$ cat src/rtl/spim_pkg.sv
package spim_pkg;
    localparam logic [7:0] OFS_MODE   = 8'h00;
    localparam logic [7:0] OFS_FMT    = 8'h04;
    localparam logic [7:0] OFS_TIMING = 8'h08;
    localparam logic [7:0] OFS_STAT   = 8'h14;
    localparam logic [7:0] OFS_DATA   = 8'h18;

    localparam logic [1:0] MODE_CFG = 2'b01;
    localparam logic [1:0] MODE_ACT = 2'b10;

    typedef enum logic [1:0] {
        SH_IDLE,
        SH_FIRST,
        SH_SECOND
    } sh_state_t;

    typedef struct packed {
        logic       cpol;
        logic       cpha;
        logic       msb_first;
        logic       wide;
        logic [7:0] div;
    } ser_cfg_t;

    function automatic logic [3:0] bit_at(logic wide, logic msb, logic [3:0] k);
        logic [3:0] top;
        top = wide ? 4'd15 : 4'd7;
        return msb ? (top - k) : k;
    endfunction
endpackage

$ cat src/rtl/spim_fifo.sv
module spim_fifo #(
    parameter int W     = 16,
    parameter int DEPTH = 4,
    localparam int PW   = (DEPTH > 1) ? $clog2(DEPTH) : 1,
    localparam int CW   = $clog2(DEPTH + 1)
) (
    input  logic          clk,
    input  logic          rst_n,
    input  logic          clr,
    input  logic          push,
    input  logic [W-1:0]  din,
    input  logic          pop,
    output logic [W-1:0]  dout,
    output logic [CW-1:0] count,
    output logic          full,
    output logic          empty
);
    logic [W-1:0]  mem [DEPTH];
    logic [PW-1:0] wp, rp;
    logic          do_push, do_pop;

    assign full    = (count == CW'(DEPTH));
    assign empty   = (count == '0);
    assign do_push = push && !full;
    assign do_pop  = pop && !empty;
    assign dout    = mem[rp];

    function automatic logic [PW-1:0] step(logic [PW-1:0] p);
        return (p == PW'(DEPTH - 1)) ? '0 : p + 1'b1;
    endfunction

    always_ff @(posedge clk or negedge rst_n) begin
        if (!rst_n) begin
            wp    <= '0;
            rp    <= '0;
            count <= '0;
        end else if (clr) begin
            wp    <= '0;
            rp    <= '0;
            count <= '0;
        end else begin
            if (do_push) wp <= step(wp);
            if (do_pop)  rp <= step(rp);
            if (do_push && !do_pop)      count <= count + 1'b1;
            else if (do_pop && !do_push) count <= count - 1'b1;
        end
    end

    always_ff @(posedge clk) begin
        if (do_push && !clr) mem[wp] <= din;
    end
endmodule

$ cat src/rtl/spim_shifter.sv
module spim_shifter
    import spim_pkg::*;
#(
    parameter int WMAX = 16
) (
    input  logic            clk,
    input  logic            rst_n,
    input  ser_cfg_t        cfg,
    input  logic            go_ok,
    input  logic            tx_valid,
    input  logic [WMAX-1:0] tx_word,
    output logic            tx_pop,
    output logic            rx_push,
    output logic [WMAX-1:0] rx_word,
    output logic            sck,
    output logic            mosi,
    input  logic            miso,
    output logic            idle
);
    sh_state_t       state, nstate;
    logic [7:0]      cnt;
    logic [3:0]      k;
    logic [WMAX-1:0] txw, rxw, rx_nxt;
    logic            wide_q, msb_q, cpha_q, sck_q, mosi_q;
    logic            start, half_done, last;
    logic [3:0]      cur;
    logic [7:0]      div_eff;

    assign div_eff   = (cfg.div == 8'd0) ? 8'd1 : cfg.div;
    assign half_done = (cnt == div_eff - 8'd1);
    assign start     = (state == SH_IDLE) && tx_valid && go_ok;
    assign last      = (k == (wide_q ? 4'd15 : 4'd7));
    assign cur       = bit_at(wide_q, msb_q, k);

    always_comb begin
        rx_nxt = rxw;
        if (cpha_q) rx_nxt[cur] = miso;
    end

    assign tx_pop  = start;
    assign rx_push = (state == SH_SECOND) && half_done && last;
    assign rx_word = rx_nxt;
    assign sck     = sck_q;
    assign mosi    = mosi_q;
    assign idle    = (state == SH_IDLE);

    always_ff @(posedge clk or negedge rst_n) begin
        if (!rst_n) state <= SH_IDLE;
        else        state <= nstate;
    end

    always_comb begin
        nstate = state;
        unique case (state)
            SH_IDLE:   if (start)     nstate = SH_FIRST;
            SH_FIRST:  if (half_done) nstate = SH_SECOND;
            SH_SECOND: if (half_done) nstate = last ? SH_IDLE : SH_FIRST;
            default:                  nstate = SH_IDLE;
        endcase
    end

    always_ff @(posedge clk or negedge rst_n) begin
        if (!rst_n) begin
            cnt <= '0; k <= '0; txw <= '0; rxw <= '0;
            wide_q <= 1'b0; msb_q <= 1'b1; cpha_q <= 1'b0;
            sck_q <= 1'b0; mosi_q <= 1'b0;
        end else begin
            unique case (state)
                SH_IDLE: begin
                    sck_q <= cfg.cpol;
                    if (start) begin
                        txw    <= tx_word;
                        rxw    <= '0;
                        k      <= '0;
                        cnt    <= '0;
                        wide_q <= cfg.wide;
                        msb_q  <= cfg.msb_first;
                        cpha_q <= cfg.cpha;
                        if (!cfg.cpha)
                            mosi_q <= tx_word[bit_at(cfg.wide, cfg.msb_first, 4'd0)];
                    end
                end
                SH_FIRST: begin
                    if (half_done) begin
                        cnt   <= '0;
                        sck_q <= ~sck_q;
                        if (!cpha_q) rxw[cur] <= miso;
                        else         mosi_q   <= txw[cur];
                    end else begin
                        cnt <= cnt + 8'd1;
                    end
                end
                SH_SECOND: begin
                    if (half_done) begin
                        cnt   <= '0;
                        sck_q <= ~sck_q;
                        rxw   <= rx_nxt;
                        if (!last) begin
                            k <= k + 4'd1;
                            if (!cpha_q)
                                mosi_q <= txw[bit_at(wide_q, msb_q, k + 4'd1)];
                        end
                    end else begin
                        cnt <= cnt + 8'd1;
                    end
                end
                default: ;
            endcase
        end
    end
endmodule

$ cat src/rtl/spi_fifo_master.sv
module spi_fifo_master
    import spim_pkg::*;
#(
    parameter int DEPTH = 4,
    parameter int AW    = 8,
    parameter int DW    = 32,
    localparam int WMAX = 16,
    localparam int CW   = $clog2(DEPTH + 1)
) (
    input  logic          clk,
    input  logic          rst_n,
    input  logic          wr_en,
    input  logic          rd_en,
    input  logic [AW-1:0] addr,
    input  logic [DW-1:0] wdata,
    output logic [DW-1:0] rdata,
    output logic          irq,
    output logic          sck,
    output logic          mosi,
    input  logic          miso
);
    logic [1:0] mode_q;
    logic       stop_q, cpol_q, cpha_q, msb_q, ie_q, wide_q, ovr_q;
    logic [1:0] lvl_q;
    logic [7:0] div_q;

    logic            wr_mode, wr_fmt, wr_tim, wr_stat, wr_data, rd_data, clr_q;
    logic [WMAX-1:0] tx_din, tx_dout, rx_word, rx_dout;
    logic [CW-1:0]   tx_cnt, rx_cnt;
    logic            tx_full, tx_empty, rx_full, rx_empty;
    logic            tx_pop, rx_push, sh_idle, rx_lvl;
    ser_cfg_t        cfg;

    assign wr_mode = wr_en && (addr == AW'(OFS_MODE));
    assign wr_fmt  = wr_en && (addr == AW'(OFS_FMT));
    assign wr_tim  = wr_en && (addr == AW'(OFS_TIMING));
    assign wr_stat = wr_en && (addr == AW'(OFS_STAT));
    assign wr_data = wr_en && (addr == AW'(OFS_DATA));
    assign rd_data = rd_en && (addr == AW'(OFS_DATA));
    assign clr_q   = wr_mode && wdata[0];
    assign tx_din  = wide_q ? wdata[15:0] : {8'h00, wdata[7:0]};

    always_ff @(posedge clk or negedge rst_n) begin
        if (!rst_n) begin
            mode_q <= MODE_CFG; stop_q <= 1'b0;
            cpol_q <= 1'b0; cpha_q <= 1'b0; msb_q <= 1'b1; ie_q <= 1'b0; lvl_q <= 2'd0;
            div_q  <= 8'd4; wide_q <= 1'b0; ovr_q <= 1'b0;
        end else begin
            if (wr_mode) begin
                mode_q <= wdata[7:6];
                stop_q <= wdata[1];
            end
            if (wr_fmt) begin
                cpol_q <= wdata[0];
                cpha_q <= wdata[1];
                msb_q  <= wdata[2];
                ie_q   <= wdata[9];
                lvl_q  <= wdata[13:12];
            end
            if (wr_tim && mode_q == MODE_CFG) begin
                div_q  <= wdata[15:8];
                wide_q <= (wdata[4:0] == 5'd16);
            end
            if (rx_push && rx_full)       ovr_q <= 1'b1;
            else if (wr_stat && wdata[7]) ovr_q <= 1'b0;
        end
    end

    assign cfg = '{cpol: cpol_q, cpha: cpha_q, msb_first: msb_q, wide: wide_q, div: div_q};

    spim_fifo #(.W(WMAX), .DEPTH(DEPTH)) u_txq (
        .clk(clk), .rst_n(rst_n), .clr(clr_q), .push(wr_data), .din(tx_din),
        .pop(tx_pop), .dout(tx_dout), .count(tx_cnt), .full(tx_full), .empty(tx_empty)
    );

    spim_fifo #(.W(WMAX), .DEPTH(DEPTH)) u_rxq (
        .clk(clk), .rst_n(rst_n), .clr(clr_q), .push(rx_push), .din(rx_word),
        .pop(rd_data), .dout(rx_dout), .count(rx_cnt), .full(rx_full), .empty(rx_empty)
    );

    spim_shifter #(.WMAX(WMAX)) u_shift (
        .clk(clk), .rst_n(rst_n), .cfg(cfg),
        .go_ok((mode_q == MODE_ACT) && !stop_q),
        .tx_valid(!tx_empty), .tx_word(tx_dout), .tx_pop(tx_pop),
        .rx_push(rx_push), .rx_word(rx_word),
        .sck(sck), .mosi(mosi), .miso(miso), .idle(sh_idle)
    );

    assign rx_lvl = ({1'b0, rx_cnt} >= ({1'b0, CW'(lvl_q)} + 1'b1));
    assign irq    = rx_lvl && ie_q;

    always_comb begin
        rdata = '0;
        unique case (addr)
            AW'(OFS_MODE):   rdata[7:0]  = {mode_q, 4'b0, stop_q, 1'b0};
            AW'(OFS_FMT):    rdata[15:0] = {2'b0, lvl_q, 2'b0, ie_q, 6'b0, msb_q, cpha_q, cpol_q};
            AW'(OFS_TIMING): rdata[15:0] = {div_q, 3'b0, (wide_q ? 5'd16 : 5'd8)};
            AW'(OFS_STAT):   rdata[15:0] = {tx_empty, rx_lvl, 3'(tx_cnt), 3'(rx_cnt), ovr_q,
                                            4'b0, (sh_idle && tx_empty), 2'b0};
            AW'(OFS_DATA):   rdata[15:0] = rx_empty ? 16'h0 : rx_dout;
            default:         rdata = '0;
        endcase
    end
endmodule

$ cat config.mk
export PLATFORM = sky130hd
export DESIGN_NAME = spi_fifo_master
export DESIGN_NICKNAME = d
export VERILOG_FILES = /design/src/rtl/spim_pkg.sv /design/src/rtl/spim_fifo.sv /design/src/rtl/spim_shifter.sv /design/src/rtl/spi_fifo_master.sv
export SDC_FILE = /design/constraint.sdc
export NUM_CORES = 1
export LEC_CHECK = 0
export ABC_CLOCK_PERIOD_IN_PS = 4100
export BUFFER_PORTS_ARGS = -buffer_cell sky130_fd_sc_hd__buf_2
export CAP_MARGIN = 20
export CORE_MARGIN = 2
export CORE_UTILIZATION = 45
export CTS_BUF_LIST = sky130_fd_sc_hd__clkbuf_4 sky130_fd_sc_hd__clkbuf_8
export DETAILED_ROUTE_END_ITERATION = 10
export PLACE_DENSITY = 0.6
export SLEW_MARGIN = 20
export SYNTH_ARGS = -nofsm -noshare
export SYNTH_HDL_FRONTEND = slang
export SYNTH_SLANG_ARGS = --single-unit
$ cat constraint.sdc
create_clock -name clk -period 4.1 [get_ports clk]
set_input_delay 0.205 -clock clk [delete_from_list [all_inputs] [get_ports clk]]
set_output_delay 0.205 -clock clk [all_outputs]
set_load 0.1 [all_outputs]
==> key figures <==
Outcome
  – Outcome: finished clean

Floorplanning
  – Die height: between 150 and 200 µm
  – Die Area: about 0.026 mm²
  – Initial Utilization: 0.456
  – Overall die width: ~160 µm
  – Num ports: 80
  – Row count: 57
  – CORE AREA: between 0.02 and 0.025 mm²

CTS
  – CTS tree: built
  – # hold bufs at CTS: 16
  – Clk sinks: 212
  – Setup bufs post-CTS: 0
  – H-tree depth: 2
  – CTS buffer count: 37
  – Clock Path Buffers: 3
  – Clock transition at the registers of the reported paths: ~60 ps
  – Clk root buf: clkbuf_8
  – Post-CTS Resized: 0
  – Clk Latency, worst-skew pair: between 500 and 600 ps

Detailed routing
  – ANT nets after route: 0
  – Drt drc: 0
  – Final WL: 25900 µm
  – Wire per inst: approximately 20 µm
  – DRT Pass-1 Iters: 5
  – 1st-iter DRT viols: about 470
  – Vias/cell: 5.53
  – Vias: 7259

Pwr
  – Leak: slightly below 5 nW
  – Worst-case vdd ir drop: around 0.26 mV
  – Power Density: ~500 mW/mm²

Placement
  – Gpl congestion: 0.821
  – Area of placed instances: 0.0116 mm²
  – Post-DP HPWL: roughly 18000 µm
  – Number of buffers added on ports: 47

Logic synthesis
  – Top-area cell type share of the netlist area: 0.348
  – Post-synth EDFFs: roughly 130
  – Synth cell types: 72
  – Sequential element share of the synthesized area: 0.539
  – Post-Syn Area: ~0.011 mm²
  – Synthesized flop and latch total: 212
  – Yosys warnings: 0
  – Syn_area_per_cell: between 10 and 15 µm²
  – Largest area contributor in the netlist: edfxtp_1
  – Top FF cell, synth: edfxtp_1
  – Syn Inst Count: approximately 880
  – Synth top area cells: edfxtp_1 35%, dfrtp_1 18%, mux4_2 8.6%, mux2_2 4.2%, nand2_1 3.9%
  – Synth async-reset ratio: 0.396

Finish
  – Nets: 1029
  – Cell area after layout: approximately 0.013 mm²
  – Layout overhead on the synthesized area: 13.4%
  – ANT cells: 0
  – Filler Cell Count: ~2.1k
  – Layout cell share with drive strength beyond 1: 0.255
  – Commonest cells after routing, fill and taps aside: 128 x edfxtp_1, 114 x nand2_1, 80 x dfrtp_1
  – Commonest non-fill, non-tap cell in the layout: edfxtp_1

Global route
  – Initial antenna violation count: 0
  – Largest net degree at the start of global routing: 53
  – Total track usage: 0.205
  – Gr ovfl total: 0
  – First-pass GRT wire length: 41400 µm
  – Vias in the first global route: around 7.3k

Critical path
  – Cells along the critical path: nor4_4 -> a21oi_1 -> ha_1 -> xnor3_1 -> o2111ai_1 -> nor4b_4 -> and4_1 -> o21ai_4 -> o31ai_1
  – R2R Setup Slk: 740 ps
  – CP Buf/Inv Count: 0
  – Critical Path Max Stage Delay: ~540 ps
  – Critical path's slowest cell: and4_1
  – Crit path kind: flop to flop
  – Arr. time, crit path: about 3800 ps
  – Worst Path Max Fanout: 32
  – Crit end category: flop
  – Critical path's top delay family: simple AND/OR/NAND/NOR gates
  – Critical path launch point type: flop
  – CP Data Required Time: 4510 ps

STA
  – Max Clock Freq: approximately 0.30 GHz
  – Worst-margin pin slew: 989 ps
  – Pins Over Slew Limit: 0
  – Final Critical Period: roughly 3400 ps
  – Final Hold Viols: 0
  – Setup Viol. Count Final: 0
  – Rel. slew slack: 0.338
  – RSZ-0062 raised after global routing: no
  – Final setup TNS: 0 ps
  – Worst Skew: around 16 ps
  – Fin crit share: 0.821

Min path
  – Hold Path Class: primary input to flop

Run
  – Max-Cap Viols: 0
per-layer routing:
layer | vias to the layer above | routed length (µm) | part of all wire | GRT usage
met4 | 0 | 355 | 0.014 | 0.0463
li1 | 3439 | - | - | -
met1 | 3612 | 12000 | 0.46 | 0.295
met2 | 175 | 12400 | 0.48 | 0.333
met5 | - | 0 | 0 | 0
met3 | 33 | 1160 | 0.045 | 0.0300
kinds of logic after synthesis:
logic type,Yosys count,share of synthesized area
other,1,0.000340
muxes,95,0.139
adders and majority gates,24,0.0286
buffers and inverters,94,0.0421
and+or+nand+nor,282,0.128
DFF,212,0.539
AOI/OAI and AO/OA,158,0.108
xor gates and xnor gates,18,0.0155
where the power goes:
part           switching [mW]  total [mW]  internal, mW
combinational           0.832        1.44         0.606
clock                   0.856        1.98          1.13
sequential              0.267        2.80          2.53
total                    1.95        6.22          4.27
cell usage after synthesis (11+ instances only):
master	n
a21oi_1	29
a22o_1	27
and2_1	19
and3_1	11
buf_2	13
buf_4	19
clkbuf_1	24
dfrtp_1	80
edfxtp_1	128
ha_1	22
inv_1	29
mux2_2	41
mux2i_1	11
mux4_2	42
nand2_1	114
nand3_1	30
nor2_1	46
nor3_1	15
o21ai_0	24
o22ai_1	11
o31ai_2	14
xnor2_1	12
cell type report:
| cell class | count | area, µm² | share of cell area |
|---|---|---|---|
| Inverter | 31 | 116 | 0.00930 |
| Tap cell | 324 | 405 | 0.0324 |
| Timing Repair Buffer | 85 | 588 | 0.0470 |
| Sequential cell | 212 | 5950 | 0.476 |
| Clock inverter | 13 | 100 | 0.00800 |
| Clock buffer | 54 | 674 | 0.0539 |
| Multi-Input combinational cell | 593 | 4680 | 0.374 |
stage by stage:
stage	hold WS (ps)	util	instances	setup WS, ps	power [mW]
floorplan	-90.6	-	899	365	3.90
global placement	298	0.479	1229	788	4.24
detailed placement	306	0.479	1229	730	4.27
CTS	29.8	0.517	1312	710	6.28
global route	30.8	0.517	1312	489	6.56
finish	62.0	0.517	1312	736	6.22
state kept, by name, indices dropped and copies added, names as in the netlist, 2 cells and up:
register / count
u_rxq.wp: 2
u_rxq.rp: 2
u_txq.wp: 2
mode_q: 2
u_shift.txw: 16
u_txq.mem: 64
u_shift.cnt: 8
u_rxq.mem: 64
u_shift.k: 4
u_txq.rp: 2
u_shift.rxw: 16
u_rxq.count: 3
lvl_q: 2
u_shift.state: 2
div_q: 8
u_txq.count: 3
worst paths after layout:
check / from / end / depth (start not counted)
setup / recovery: div_q[6] / u_shift.rxw[0] / 9
hold / removal: wdata[0] / u_txq.mem[2][0] / 1
setup reg to reg: div_q[6] / u_shift.rxw[0] / 9
hold reg to reg: ovr_q / ovr_q / 2
max in group asynchronous: rst_n / u_shift.cnt[5] / 3
min in group asynchronous: rst_n / u_shift.rxw[7] / 2
Power figures use the tool's default switching activity.
